$ cat config.mk
export PLATFORM = sky130hd
export DESIGN_NAME = pit_ctrl
export DESIGN_NICKNAME = d
export VERILOG_FILES = /design/src/rtl/pit_pkg.sv /design/src/rtl/pit_ctrl.sv
export SDC_FILE = /design/constraint.sdc
export NUM_CORES = 1
export LEC_CHECK = 0
export CAP_MARGIN = 30
export CORE_MARGIN = 4
export CORE_UTILIZATION = 42
export CTS_CLUSTER_SIZE = 25
export DETAILED_ROUTE_END_ITERATION = 16
export PLACE_DENSITY = 0.8
export SETUP_SLACK_MARGIN = 0.5
export SLEW_MARGIN = 20
export SYNTH_ARGS = -nofsm -noshare
export SYNTH_HDL_FRONTEND = slang
export SYNTH_SLANG_ARGS = --single-unit
$ cat constraint.sdc
create_clock -name clk -period 2.8 [get_ports clk]
set_input_delay 0.56 -clock clk [delete_from_list [all_inputs] [get_ports clk]]
set_output_delay 0.56 -clock clk [all_outputs]
set_load 0.05 [all_outputs]
$ cat src/rtl/pit_pkg.sv
package pit_pkg;
  typedef enum logic [2:0] {
    PI_OK        = 3'd0,
    PI_GUARD_ERR = 3'd1,
    PI_APP_ERR   = 3'd2,
    PI_REF_ERR   = 3'd3,
    PI_BAD_INFO  = 3'd4
  } pi_status_e;

  typedef enum logic [1:0] {
    ST_IDLE  = 2'd0,
    ST_RUN   = 2'd1,
    ST_DRAIN = 2'd2
  } pit_state_e;

  localparam logic [1:0] PT_TYPE1 = 2'd1;
  localparam logic [1:0] PT_TYPE3 = 2'd3;

  localparam int CHK_GUARD = 0;
  localparam int CHK_APP   = 1;
  localparam int CHK_REF   = 2;
endpackage

$ cat src/rtl/pit_ctrl.sv
module pit_ctrl
  import pit_pkg::*;
#(
  parameter int DATA_W = 32,
  parameter int APP_W  = 16,
  parameter int REF_W  = 32,
  parameter int LBA_W  = 64,
  parameter int BLK_W  = 8
) (
  input  logic             clk,
  input  logic             rst_n,
  input  logic             cmd_valid,
  output logic             cmd_ready,
  input  logic [1:0]       cmd_ptype,
  input  logic [2:0]       cmd_chk,
  input  logic [APP_W-1:0] cmd_app_tag,
  input  logic [APP_W-1:0] cmd_app_mask,
  input  logic [REF_W-1:0] cmd_ref_tag,
  input  logic [LBA_W-1:0] cmd_slba,
  input  logic [BLK_W-1:0] cmd_last_blk,
  input  logic             pre_fail,
  input  logic             pre_dnr,
  input  logic             dat_valid,
  output logic             dat_ready,
  input  logic [DATA_W-1:0] dat_word,
  input  logic             dat_last,
  input  pi_status_e       blk_status,
  output logic [1:0]       cfg_ptype,
  output logic [2:0]       cfg_chk,
  output logic [APP_W-1:0] cfg_app_tag,
  output logic [APP_W-1:0] cfg_app_mask,
  output logic [REF_W-1:0] exp_ref,
  output logic             forgive_ok,
  output logic             res_valid,
  output logic [2:0]       res_status,
  output logic [BLK_W-1:0] res_block,
  output logic             res_dnr
);
  pit_state_e       state_q;
  logic [BLK_W-1:0] blk_q, last_q;
  logic             slba_zero_q;
  logic             zero_q;
  pi_status_e       err_q;
  logic [BLK_W-1:0] err_blk_q;
  logic             err_dnr_q;

  logic cmd_fire, beat_fire, beat_zero, final_beat, run_fail;

  always_comb begin
    cmd_ready  = (state_q == ST_IDLE);
    dat_ready  = (state_q == ST_RUN) || (state_q == ST_DRAIN);
    cmd_fire   = cmd_valid && cmd_ready;
    beat_fire  = dat_valid && dat_ready;
    beat_zero  = (dat_word == '0);
    final_beat = beat_fire && dat_last && (blk_q == last_q);
    run_fail   = (state_q == ST_RUN) && (blk_status != PI_OK);
    forgive_ok = (blk_q == '0) && slba_zero_q && zero_q && beat_zero;
  end

  always_ff @(posedge clk or negedge rst_n) begin
    if (!rst_n) begin
      state_q      <= ST_IDLE;
      blk_q        <= '0;
      last_q       <= '0;
      slba_zero_q  <= 1'b0;
      zero_q       <= 1'b1;
      err_q        <= PI_OK;
      err_blk_q    <= '0;
      err_dnr_q    <= 1'b0;
      cfg_ptype    <= '0;
      cfg_chk      <= '0;
      cfg_app_tag  <= '0;
      cfg_app_mask <= '0;
      exp_ref      <= '0;
      res_valid    <= 1'b0;
      res_status   <= PI_OK;
      res_block    <= '0;
      res_dnr      <= 1'b0;
    end else begin
      res_valid <= 1'b0;
      if (cmd_fire) begin
        cfg_ptype    <= cmd_ptype;
        cfg_chk      <= cmd_chk;
        cfg_app_tag  <= cmd_app_tag;
        cfg_app_mask <= cmd_app_mask;
        exp_ref      <= cmd_ref_tag;
        last_q       <= cmd_last_blk;
        slba_zero_q  <= (cmd_slba == '0);
        blk_q        <= '0;
        zero_q       <= 1'b1;
        err_blk_q    <= '0;
        err_dnr_q    <= pre_dnr;
        err_q        <= pre_fail ? PI_BAD_INFO : PI_OK;
        state_q      <= pre_fail ? ST_DRAIN : ST_RUN;
      end else if (beat_fire) begin
        zero_q <= dat_last ? 1'b1 : (zero_q && beat_zero);
        if (dat_last) begin
          if (final_beat) begin
            state_q   <= ST_IDLE;
            res_valid <= 1'b1;
            if (state_q == ST_RUN) begin
              res_status <= blk_status;
              res_block  <= run_fail ? blk_q : last_q;
              res_dnr    <= 1'b0;
            end else begin
              res_status <= err_q;
              res_block  <= err_blk_q;
              res_dnr    <= err_dnr_q;
            end
          end else begin
            blk_q <= blk_q + BLK_W'(1);
            if (cfg_ptype != PT_TYPE3) exp_ref <= exp_ref + REF_W'(1);
            if (run_fail) begin
              state_q   <= ST_DRAIN;
              err_q     <= blk_status;
              err_blk_q <= blk_q;
              err_dnr_q <= 1'b0;
            end
          end
        end
      end
    end
  end
endmodule

Word-level counts from Yosys, hierarchy flattened. Cells that the tools add are included.

Bitwise logic cells: 1. Reductions and logical operators: 25. Eq/ne operators: 5. Muxes and demuxes: 42. $add $sub $neg: 2.

Operators by type and width (number): $mux 32 (5); $mux 8 (11); $logic_not 64->1 (1); $add 32x1->32 const B (1); $logic_not 32->1 (1); $mux 3 (7); $mux 1 (13); $mux 2 (6); $reduce_and 4->1 (3); $logic_and 1x1->1 (9); $add 8x1->8 const B (1); $eq 8x8->1 (1); $logic_not 8->1 (1); $reduce_bool 2->1 (4); $reduce_and 3->1 (2); $reduce_bool 3->1 (2); $ne 2x2->1 const B (2); $eq 2x1->1 const B (1); $eq 2x2->1 const B (1); $logic_not 2->1 (1); $logic_or 1x1->1 (1); $not 1->1 (1).

Output and inout port bits: 85. Logic and storage cells: 92. Input port bits: 183. Register bits: 114.

Depth between registers and ports, before layout. Gate-level depths: netlist (run 1).

Depth in word-level cells: 9. Mapped depth: 9. Mapped depth without buffers: 8.

Worst setup path before layout (run 1). OpenSTA, ideal clock, no wires.

Path type: reg-to-reg. Start point: reg state_q[0]. End point: reg exp_ref[29]. Stages on the path, launching flop included: 8. Arrival: 2643 ps. Period minus slack after synthesis: 2725 ps. Slack: 75 ps. Path buffers: 0. Required time: 2718 ps. Setup time: 82 ps. Path through: dfrtp_1 inv_1 ha_1 nand3_1 a21oi_1 o21ai_2 or4b_2 a31oi_1.

Cells in the longest elaborated chain, start to end: 7. Elaborated cells on any way between the ends: 14. Classes of those cells: eq/ne (3); mux (1); reduce/logical (10).

RTL lines: start, declared (line pit_ctrl.sv:39) `pit_state_e state_q;`; start signal, assigned (line pit_ctrl.sv:94) `state_q <= pre_fail ? ST_DRAIN : ST_RUN;`; $eq 2x1->1 or $eq 2x2->1 (tied branches) (line pit_ctrl.sv:51) `dat_ready = (state_q == ST_RUN) || (state_q == ST_DRAIN);`; $logic_or 1x1->1 (*) (line pit_ctrl.sv:51); named net dat_ready (line pit_ctrl.sv:24) `output logic dat_ready,`; $logic_and 1x1->1 (*) (line pit_ctrl.sv:53) `beat_fire = dat_valid && dat_ready;`; $logic_and 1x1->1 (2 in series) (line pit_ctrl.sv:55) `final_beat = beat_fire && dat_last && (blk_q == last_q);`; $ne 2x2->1 (no source line); $reduce_and 4->1 (no source line) (*); end signal, assigned (line pit_ctrl.sv:86) `exp_ref <= cmd_ref_tag;`; end signal, assigned (line pit_ctrl.sv:112) `if (cfg_ptype != PT_TYPE3) exp_ref <= exp_ref + REF_W'(1);`; end, declared (line pit_ctrl.sv:32) `output logic [REF_W-1:0] exp_ref,`.

The timed path passes the listed nets; every way through them passes the cells marked *. A chain may end at the register's enable or synchronous reset.

Worst setup path after layout (run 1).
Start point: reg zero_q. End point: out forgive_ok.

Cells in the longest elaborated chain, start to end: 2.

RTL lines: start, declared (line pit_ctrl.sv:42) `logic zero_q;`; start signal, assigned (line pit_ctrl.sv:96) `zero_q <= dat_last ? 1'b1 : (zero_q && beat_zero);`; $logic_and 1x1->1 (2 in series) (line pit_ctrl.sv:57) `forgive_ok = (blk_q == '0) && slba_zero_q && zero_q && beat_zero;`; end, declared (line pit_ctrl.sv:33) `output logic forgive_ok,`.

Every way passes these cells.

==> metrics.txt, run 1 <==
status completed; Max Root-Sink Buffers 2; worst-path fanout max 2; Final TNS setup 0 ns; VDD IR-drop max 648 uV; Die Area 16100 um2; Synth top area share 0.477; worst r2r dst exp_ref[21]; Post-synth EDFFs 0; first-pass GRT wire length 32000 um; fin nets 1148; max frequency 410 MHz; CP max stage delay 0.53 ns; Final setup viols 0; Die Span X 127 um; vias in the first global route 6400; Routability Congestion 0.885; worst reg2reg setup slack 0.57 ns; Fin. Hold Viols 0; Crit Path Class reg -> out; data required time of the worst path 2.24 ns; IO Pins 268; gr usage total 0.248; ratio of final minimum period to clock period 0.872; total number of vias 6248; Synth Net Count 867; Syn Inst Count 679; CTS tree yes; vias per cell 5.43; Critical Path, Cell by Cell nor4b_2 > nand4_1 > nor3_2 > and3_4 > buf_12; Distinct cells, synth 59; area grow syn2layout 64.3%; clk_lat worst skew 0.41 ns; top_reg_cell synth dfrtp_1; Final Max Tran Viols 0; min-delay worst type in -> async; pwr dens 1110 nW/um2; Initial Util 0.427; top post-synthesis cells by area dfrtp_1 (48%), nand2_1 (13%), mux2i_1 (3.5%); Residual DRC 0; drt wl/cell 17.9 um; n_diodes 0; syn avg cell area 8.74 um2; CP Capture Point forgive_ok; Crit-path slowest cell dfstp_2; clock slew at reported path FFs 0.05 ns; Tot Pwr 10.8 mW; post-synth design cell area 5930 um2; sequential-to-total area share from yosys stat 0.481; filler instances 1060; crit path DAT 1.88 ns; Post-DP HPWL 15100 um; Design Area, Final 9750 um2; max cap viols 0; count leader, synth nand2_1; largest net degree at the start of global routing 44; core box area 13900 um2; CTS root buf clkbuf_16; CTS Hold Bufs 0; H-Tree Depth 4; Slew @ Worst Pin 0.656 ns; Worst setup SP type flop; share of cells above drive strength 1 0.114; DR pass1 iterations 5; Crit path depth 5; placed inst area 8950 um2; top cells by count, synth nand2_1 (206), dfrtp_1 (113), nor2_1 (43), nor4_1 (28), clkbuf_1 (26); delay-heaviest family, CP simple AND/OR/NAND/NOR gates; unrepaired setup endpoints after global routing true; Die H 127 um; DR iter-0 viols 451; Worst Setup SP zero_q; synth warn 0; clk sink count 114; min cycle time layout 2.44 ns; Num CTS Buffers 17; clk_skew 0.00524 ns; post-synth top area cell dfrtp_1; grt total ovfl 0; path depth of the worst reg2reg path 6; DRT Wirelength 20500 um; Row Count 43; Antenna Violating Nets Remaining 0; CP Capture Type output port; FFs w/ async S/R, synth 1.00; initial antenna violation count 0; Worst R2R Start blk_q[3]; CP Buf/Inv Count 1; leakage power 4.53 nW; post-synthesis sequential element count 114; port buffer count 267; Rel. slew slack 0.559
[cell type report]
| cell class | count | area, um2 | area share |
|---|---|---|---|
| Timing Repair Buffer | 300 | 3030 | 0.311 |
| Multi-Input combinational cell | 519 | 2990 | 0.307 |
| Sequential cell | 114 | 2880 | 0.295 |
| Clock buffer | 20 | 457 | 0.0468 |
| Tap cell | 180 | 225 | 0.0231 |
| Clock inverter | 10 | 135 | 0.0139 |
| Inverter | 8 | 37.5 | 0.00385 |
[layout by cell type, fill, tap and decap left out, types with 21 or more instances in the layout]
cell type	instances
a21oi_1	23
buf_4	32
clkdlybuf4s50_1	227
dfrtp_1	96
dlymetal6s2s_1	34
mux2i_1	21
nand2_1	205
nand3_1	21
nor2_1	43
nor4_1	23
o21ai_0	23
[per-stage QoR]
step | utilization | instances | setup slack, ns | hold slack [ns]
6_report | 0.702 | 1151 | 0.358 | 0.126
5_1_grt | 0.702 | 1151 | 0.252 | 0.155
4_1_cts | 0.689 | 1148 | 0.246 | 0.135
3_5_place_dp | 0.645 | 1118 | 0.159 | 0.462
3_3_place_gp | 0.645 | 1118 | 0.175 | 0.457
2_1_floorplan | - | 679 | 0.506 | 0.264
[how the worst min path moves through the flow]
stage                   start              to  slack (ns)  cells after the start
6_report                rst_n    res_block[6]        0.13                      1
5_1_grt                 rst_n    res_block[6]        0.15                      1
4_1_cts                 rst_n    res_block[6]        0.13                      1
3_5_place_dp   cfg_app_tag[6]  cfg_app_tag[6]        0.46                      2
3_3_place_gp   cfg_app_tag[7]  cfg_app_tag[7]        0.46                      2
2_1_floorplan           rst_n        blk_q[0]        0.26                      0
[layer usage]
metal / share of wire / up-vias / track usage
met3: 0.078 / 42 / 0.0619
met4: 0.026 / 0 / 0.0858
met1: 0.39 / 2941 / 0.299
met2: 0.51 / 292 / 0.432
met5: 0 / - / 0
li1: - / 2973 / -
[timing repair]
| item | CTS | global route |
|---|---|---|
| endpoints found under the setup margin | 24 | 25 |
| pin swaps | 3 | 17 |
| setup buffers | 0 | 3 |
| resized for setup | 10 | 51 |
[cells by family after synthesis]
kind of cell,count (synthesis),synth area share
buf+inv,46,0.0350
flops,114,0.481
compound gates,115,0.132
xor+xnor,17,0.0251
simple gates,361,0.281
fa+ha+maj,5,0.0105
mux,21,0.0354
[flip-flops by register name, summed over array words and instances, names as in the netlist, 3 cells and up]
signal	flops
err_q	3
last_q	8
res_block	8
cfg_app_mask	16
blk_q	8
cfg_app_tag	16
exp_ref	32
res_status	3
cfg_chk	3
err_blk_q	8
[report_power, final]
part / leakage, nW / total [mW] / switching (mW) / internal, mW
logic: 2.84 / 5.70 / 3.73 / 1.97
clock network: 0.280 / 2.17 / 0.740 / 1.43
registers: 1.40 / 2.91 / 0.599 / 2.31
total: 4.53 / 10.8 / 5.07 / 5.71
Note: power is estimated with default switching activity, not from simulation.
==> run 2, diff against run 1 <==
--- a/config.mk
+++ b/config.mk
@@ -7,2 +7,3 @@
 export LEC_CHECK = 0
+export ABC_AREA = 0
 export CAP_MARGIN = 30
@@ -10,3 +11,3 @@
 export CORE_UTILIZATION = 42
-export CTS_CLUSTER_SIZE = 25
+export CTS_CLUSTER_SIZE = 30
 export DETAILED_ROUTE_END_ITERATION = 16
==> constraint.sdc (replaced) <==
create_clock -name clk -period 2.8 [get_ports clk]
set_input_delay 0.42 -clock clk [delete_from_list [all_inputs] [get_ports clk]]
set_output_delay 0.42 -clock clk [all_outputs]
set_load 0.05 [all_outputs]
==> run 2 against run 1 <==
Compared with the run above:
- wire length rose by 2.8%
- flip-flop and latch count did not move
- worst hold slack improved by 0.34 ns
- via count rose by 2.0%
- clock-buffer cell count grew 3
- largest cell class is now multi-input gates
- largest power group unchanged
==> metrics.txt, run 2 (synthesis gave the netlist of run 1 again) <==
WHS Path Cells 2; n_diodes 0; clk_skew 0.0169 ns; Residual DRC 0; worst reg2reg setup slack 0.57 ns; Max Root-Sink Buffers 2; Comb pwr share 0.525; DR pass1 iterations 6; Tot Pwr 11.0 mW; placed inst area 8900 um2; initial antenna violation count 0; Worst R2R Start exp_ref[8]; Initial Util 0.427; vias in the first global route 6550; worst hold path startpoint cfg_chk[0]; first-pass GRT wire length 33300 um; min-delay worst type reg -> reg; Die H 127 um; Final Max Tran Viols 0; max frequency 416 MHz; final std cells w/o fill 1153; Clk pwr share 0.209; Num CTS Buffers 17; Row Count 43; commonest non-fill, non-tap cell in the layout clkdlybuf4s50_1; DRT Wirelength 21100 um; Post-DP HPWL 15300 um; status completed; total number of vias 6373; largest net degree at the start of global routing 77; core box area 13900 um2; commonest non-fill, non-tap cells in the layout clkdlybuf4s50_1 (258), nand2_1 (205), dfrtp_1 (96), nor2_1 (43), buf_4 (31); port buffer count 267; Rel. slew slack 0.579; worst-path fanout max 2; path depth of the worst reg2reg path 8; DR iter-0 viols 499; pwr dens 1130 nW/um2; Design Area, Final 9740 um2; Crit Path Class in -> out; Largest Register exp_ref; max cap viols 0; crit path DAT 1.98 ns; clk sink count 114; max reg flops 32; register cell area after layout 2880 um2; Die Span X 127 um; Slew @ Worst Pin 0.616 ns; internal power 5.89 mW; vias per cell 5.53; gr usage total 0.259; worst r2r dst exp_ref[22]; IO Pins 268; share of cells above drive strength 1 0.113; area grow syn2layout 64.2%; data required time of the worst path 2.38 ns; drt wl/cell 18.3 um; net switching power 5.15 mW; Hold Path End cfg_chk[0]; ratio of final minimum period to clock period 0.858; clock slew at reported path FFs 0.05 ns; clk_lat worst skew 0.42 ns; filler instances 1063; Antenna Violating Nets Remaining 0; CP Capture Type output port; H-Tree Depth 4; min cycle time layout 2.40 ns; unrepaired setup endpoints after global routing true; biggest regs exp_ref: 32 flops, cfg_app_mask: 16 flops, cfg_app_tag: 16 flops; Worst setup SP type input pin; CTS root buf clkbuf_16; Multi-input gate area 3020 um2; switching share of total power 0.466; fin nets 1148; VDD IR-drop max 652 uV; CTS tree yes; leakage power 4.28 nW; grt total ovfl 0; placed insts 1112; Final setup viols 0; Routability Congestion 0.891; Fin. Hold Viols 0; Final TNS setup 0 ns; Die Area 16100 um2; Sequential Power Share 0.266
run 2: changes by cell type in the layout (fill, tap and decap cells not counted), moves of 2 or more:
cell             change
clkdlybuf4s50_1     +31
dlymetal6s2s_1      -29
clkbuf_1             +2
nor4_1               -2
o21ai_2              -2
run 2: worst max-delay path by stage:
stage | from | endpoint | slack (ns) | cells past startpoint
after floorplan | exp_ref[14] | exp_ref[29] | 0.51 | 5
after global placement | blk_q[0] | exp_ref[17] | 0.42 | 6
after detailed placement | dat_valid | exp_ref[29] | 0.35 | 6
after CTS | dat_word[26] | forgive_ok | 0.51 | 6
after global routing | dat_word[21] | forgive_ok | 0.30 | 6
final | dat_word[21] | forgive_ok | 0.40 | 6
run 2: what timing repair did:
action	in CTS	in global routing
gates cloned	0	0
hold buffers	1	0
endpoints found under the hold margin	38	0
pin swaps	1	13
setup endpoints to repair	13	10
buffers inserted	0	8
resized for setup	13	19
run 2: per-stage QoR:
stage | hold WS [ns] | setup WS [ns] | util
detailed placement | 0.426 | 0.355 | 0.641
CTS | 0.476 | 0.514 | 0.691
floorplan | 0.124 | 0.506 | -
global route | 0.489 | 0.302 | 0.702
finish | 0.471 | 0.397 | 0.702
global placement | 0.426 | 0.418 | 0.641
run 2: area by class of cell:
type,count,share of cell area
multi-input combinational,519,0.310
timing repair buffer,300,0.304
sequential,114,0.295
clock buffer,23,0.0491
tap,180,0.0231
clock inverter,9,0.0157
inverter,8,0.00360
run 2: power by group through the flow:
stage	clock network (mW)	registers (mW)	logic, mW
global placement	0	2.92	5.57
global route	2.42	3.03	6.16
floorplan	0	4.59	1.88
CTS	2.34	2.92	5.69
detailed placement	0	2.94	5.64
finish	2.31	2.94	5.79
run 2: worst max-delay path: stages:
cell and delay (ns):
clkdlybuf4s50_1 0.45, nor4_2 0.34, nand4_1 0.21, nor3_2 0.20, and3_4 0.23, buf_12 0.13
run 2: metal layers:
metal,track usage,wire [um]
met5,0,0
met2,0.445,10700
met3,0.0707,1770
met4,0.0991,508
met1,0.309,8130
==> run 3, diff against run 2 <==
- clock period: 2.8 -> 2.3 ns (I/O delays scaled with it)
==> run 3 against run 2 <==
Compared with the run above:
- register-to-register slack got worse by 0.57 ns
- largest cell class is now buffers
- critical path depth stayed put
- sequential power rose by 22%
- die area is the same
- largest power group unchanged
==> metrics.txt, run 3 (synthesis gave the netlist of run 1 again) <==
biggest regs exp_ref: 32 flops, cfg_app_mask: 16 flops, cfg_app_tag: 16 flops; commonest non-fill, non-tap cell in the layout nand2_1; leakage power 5.02 nW; Post-DP HPWL 15700 um; worst reg2reg setup slack 0.0004 ns; share of cells above drive strength 1 0.282; Routability Congestion 0.898; Multi-input gate area 3560 um2; Largest Register exp_ref; clk_skew 0.0134 ns; filler instances 832; Row Count 43; commonest non-fill, non-tap cells in the layout nand2_1 (196), clkdlybuf4s50_1 (181), buf_4 (93), dfrtp_1 (91), dlygate4sd2_1 (75); gr usage total 0.276; status completed; Final Max Tran Viols 0; CTS root buf clkbuf_16; data required time of the worst path 2.61 ns; pwr dens 1380 nW/um2; switching share of total power 0.492; Die H 127 um; Die Area 16100 um2; Clk pwr share 0.181; met3 Use GR 0.0787; Antenna Violating Nets Remaining 0; Rel. slew slack 0.606; max reg flops 32; DR pass1 iterations 6; CP Capture Type flop; worst-path fanout max 7; Final Util 0.795; register cell area after layout 2880 um2; Final setup viols 0; area grow syn2layout 86.0%; initial antenna violation count 0; Place WS 0.0238 ns; DRT Wirelength 27200 um; Die Span X 127 um; min-delay worst type in -> reg; first-pass GRT wire length 35000 um; Crit Path Class reg -> reg; unrepaired setup endpoints after global routing true; fin nets 1246; H-Tree Depth 4; ratio of final minimum period to clock period 1.00; VDD IR-drop max 1040 uV; Num CTS Buffers 17; vias per cell 5.87; largest net degree at the start of global routing 57; Residual DRC 0; clk_lat worst skew 0.43 ns; port buffer count 267; Initial Util 0.427; Comb pwr share 0.582; Sequential Power Share 0.237; GR peak layer met2; Worst setup SP type flop; Fin. Hold Viols 0; total number of vias 7343; internal power 7.70 mW; clock slew at reported path FFs 0.06 ns; drt wl/cell 21.8 um; Slew @ Worst Pin 0.590 ns; crit path DAT 2.61 ns; net switching power 7.47 mW; min cycle time layout 2.30 ns; DR iter-0 viols 802; IO Pins 268; grt met2 use 0.472; grt total ovfl 0; core box area 13900 um2; max frequency 435 MHz; Max Root-Sink Buffers 2; met1 Use GR 0.329; CTS tree yes; clk sink count 114; vias in the first global route 6681; Final WS setup 0.000386 ns; max cap viols 0
run 3: cell type report:
class	instances	area share
Clock inverter	12	0.0144
Tap cell	180	0.0204
Multi-Input combinational cell	521	0.323
Sequential cell	114	0.261
Inverter	8	0.00340
Timing Repair Buffer	396	0.336
Clock buffer	19	0.0411
Antenna cell	1	0.000227
run 3: power groups by stage:
stage | sequential (mW) | clock (mW) | combinational, mW
after CTS | 3.50 | 2.75 | 7.31
after floorplan | 5.61 | 0 | 2.34
final | 3.60 | 2.75 | 8.83
after detailed placement | 3.55 | 0 | 7.15
after global placement | 3.52 | 0 | 7.06
after global routing | 3.68 | 2.85 | 9.18
run 3: worst paths after layout:
path                            startpoint              end  depth (start not counted)
hold / removal             cmd_app_tag[15]  cfg_app_tag[15]                          3
hold reg to reg             cfg_app_tag[4]   cfg_app_tag[4]                          2
min in group asynchronous            rst_n     err_blk_q[4]                          2
max in group asynchronous            rst_n           zero_q                          3
setup / recovery                 last_q[3]      exp_ref[17]                          6
setup reg to reg                 last_q[3]      exp_ref[17]                          6
run 3: repair_timing:
| action | in CTS | in global routing |
|---|---|---|
| endpoints found under the setup margin | 150 | 75 |
| gates cloned | 1 | 2 |
| hold buffers | 1 | 0 |
| pin swaps | 21 | 57 |
| hold endpoints to repair | 34 | 0 |
| resized for setup | 140 | 138 |
| setup buffers | 36 | 39 |
run 3: worst max-delay path, cell delays in order, from the launching register on:
cell	delay, ns
dfrtp_2	0.44
xor2_2	0.21
or4_4	0.61
or3_4	0.49
inv_8	0.13
nor3_2	0.05
a221o_1	0.26
run 3: through the flow:
| step | hold slack, ns | setup TNS (ns) | instances | total power [mW] | cell area [um2] |
|---|---|---|---|---|---|
| global placement | 0.363 | 0 | 1140 | 10.6 | 9160 |
| CTS | 0.436 | 0 | 1209 | 13.6 | 10200 |
| global route | 0.443 | -0.0331 | 1250 | 15.7 | 11000 |
| detailed placement | 0.358 | 0 | 1140 | 10.7 | 9160 |
| floorplan | 0.0494 | 0 | 679 | 7.95 | 6030 |
| finish | 0.444 | 0 | 1251 | 15.2 | 11000 |
run 3: routing by layer:
layer | part of all wire | wire length [um]
met5 | 0 | 0
met4 | 0.053 | 1440
met3 | 0.11 | 3020
met2 | 0.49 | 13400
met1 | 0.35 | 9420
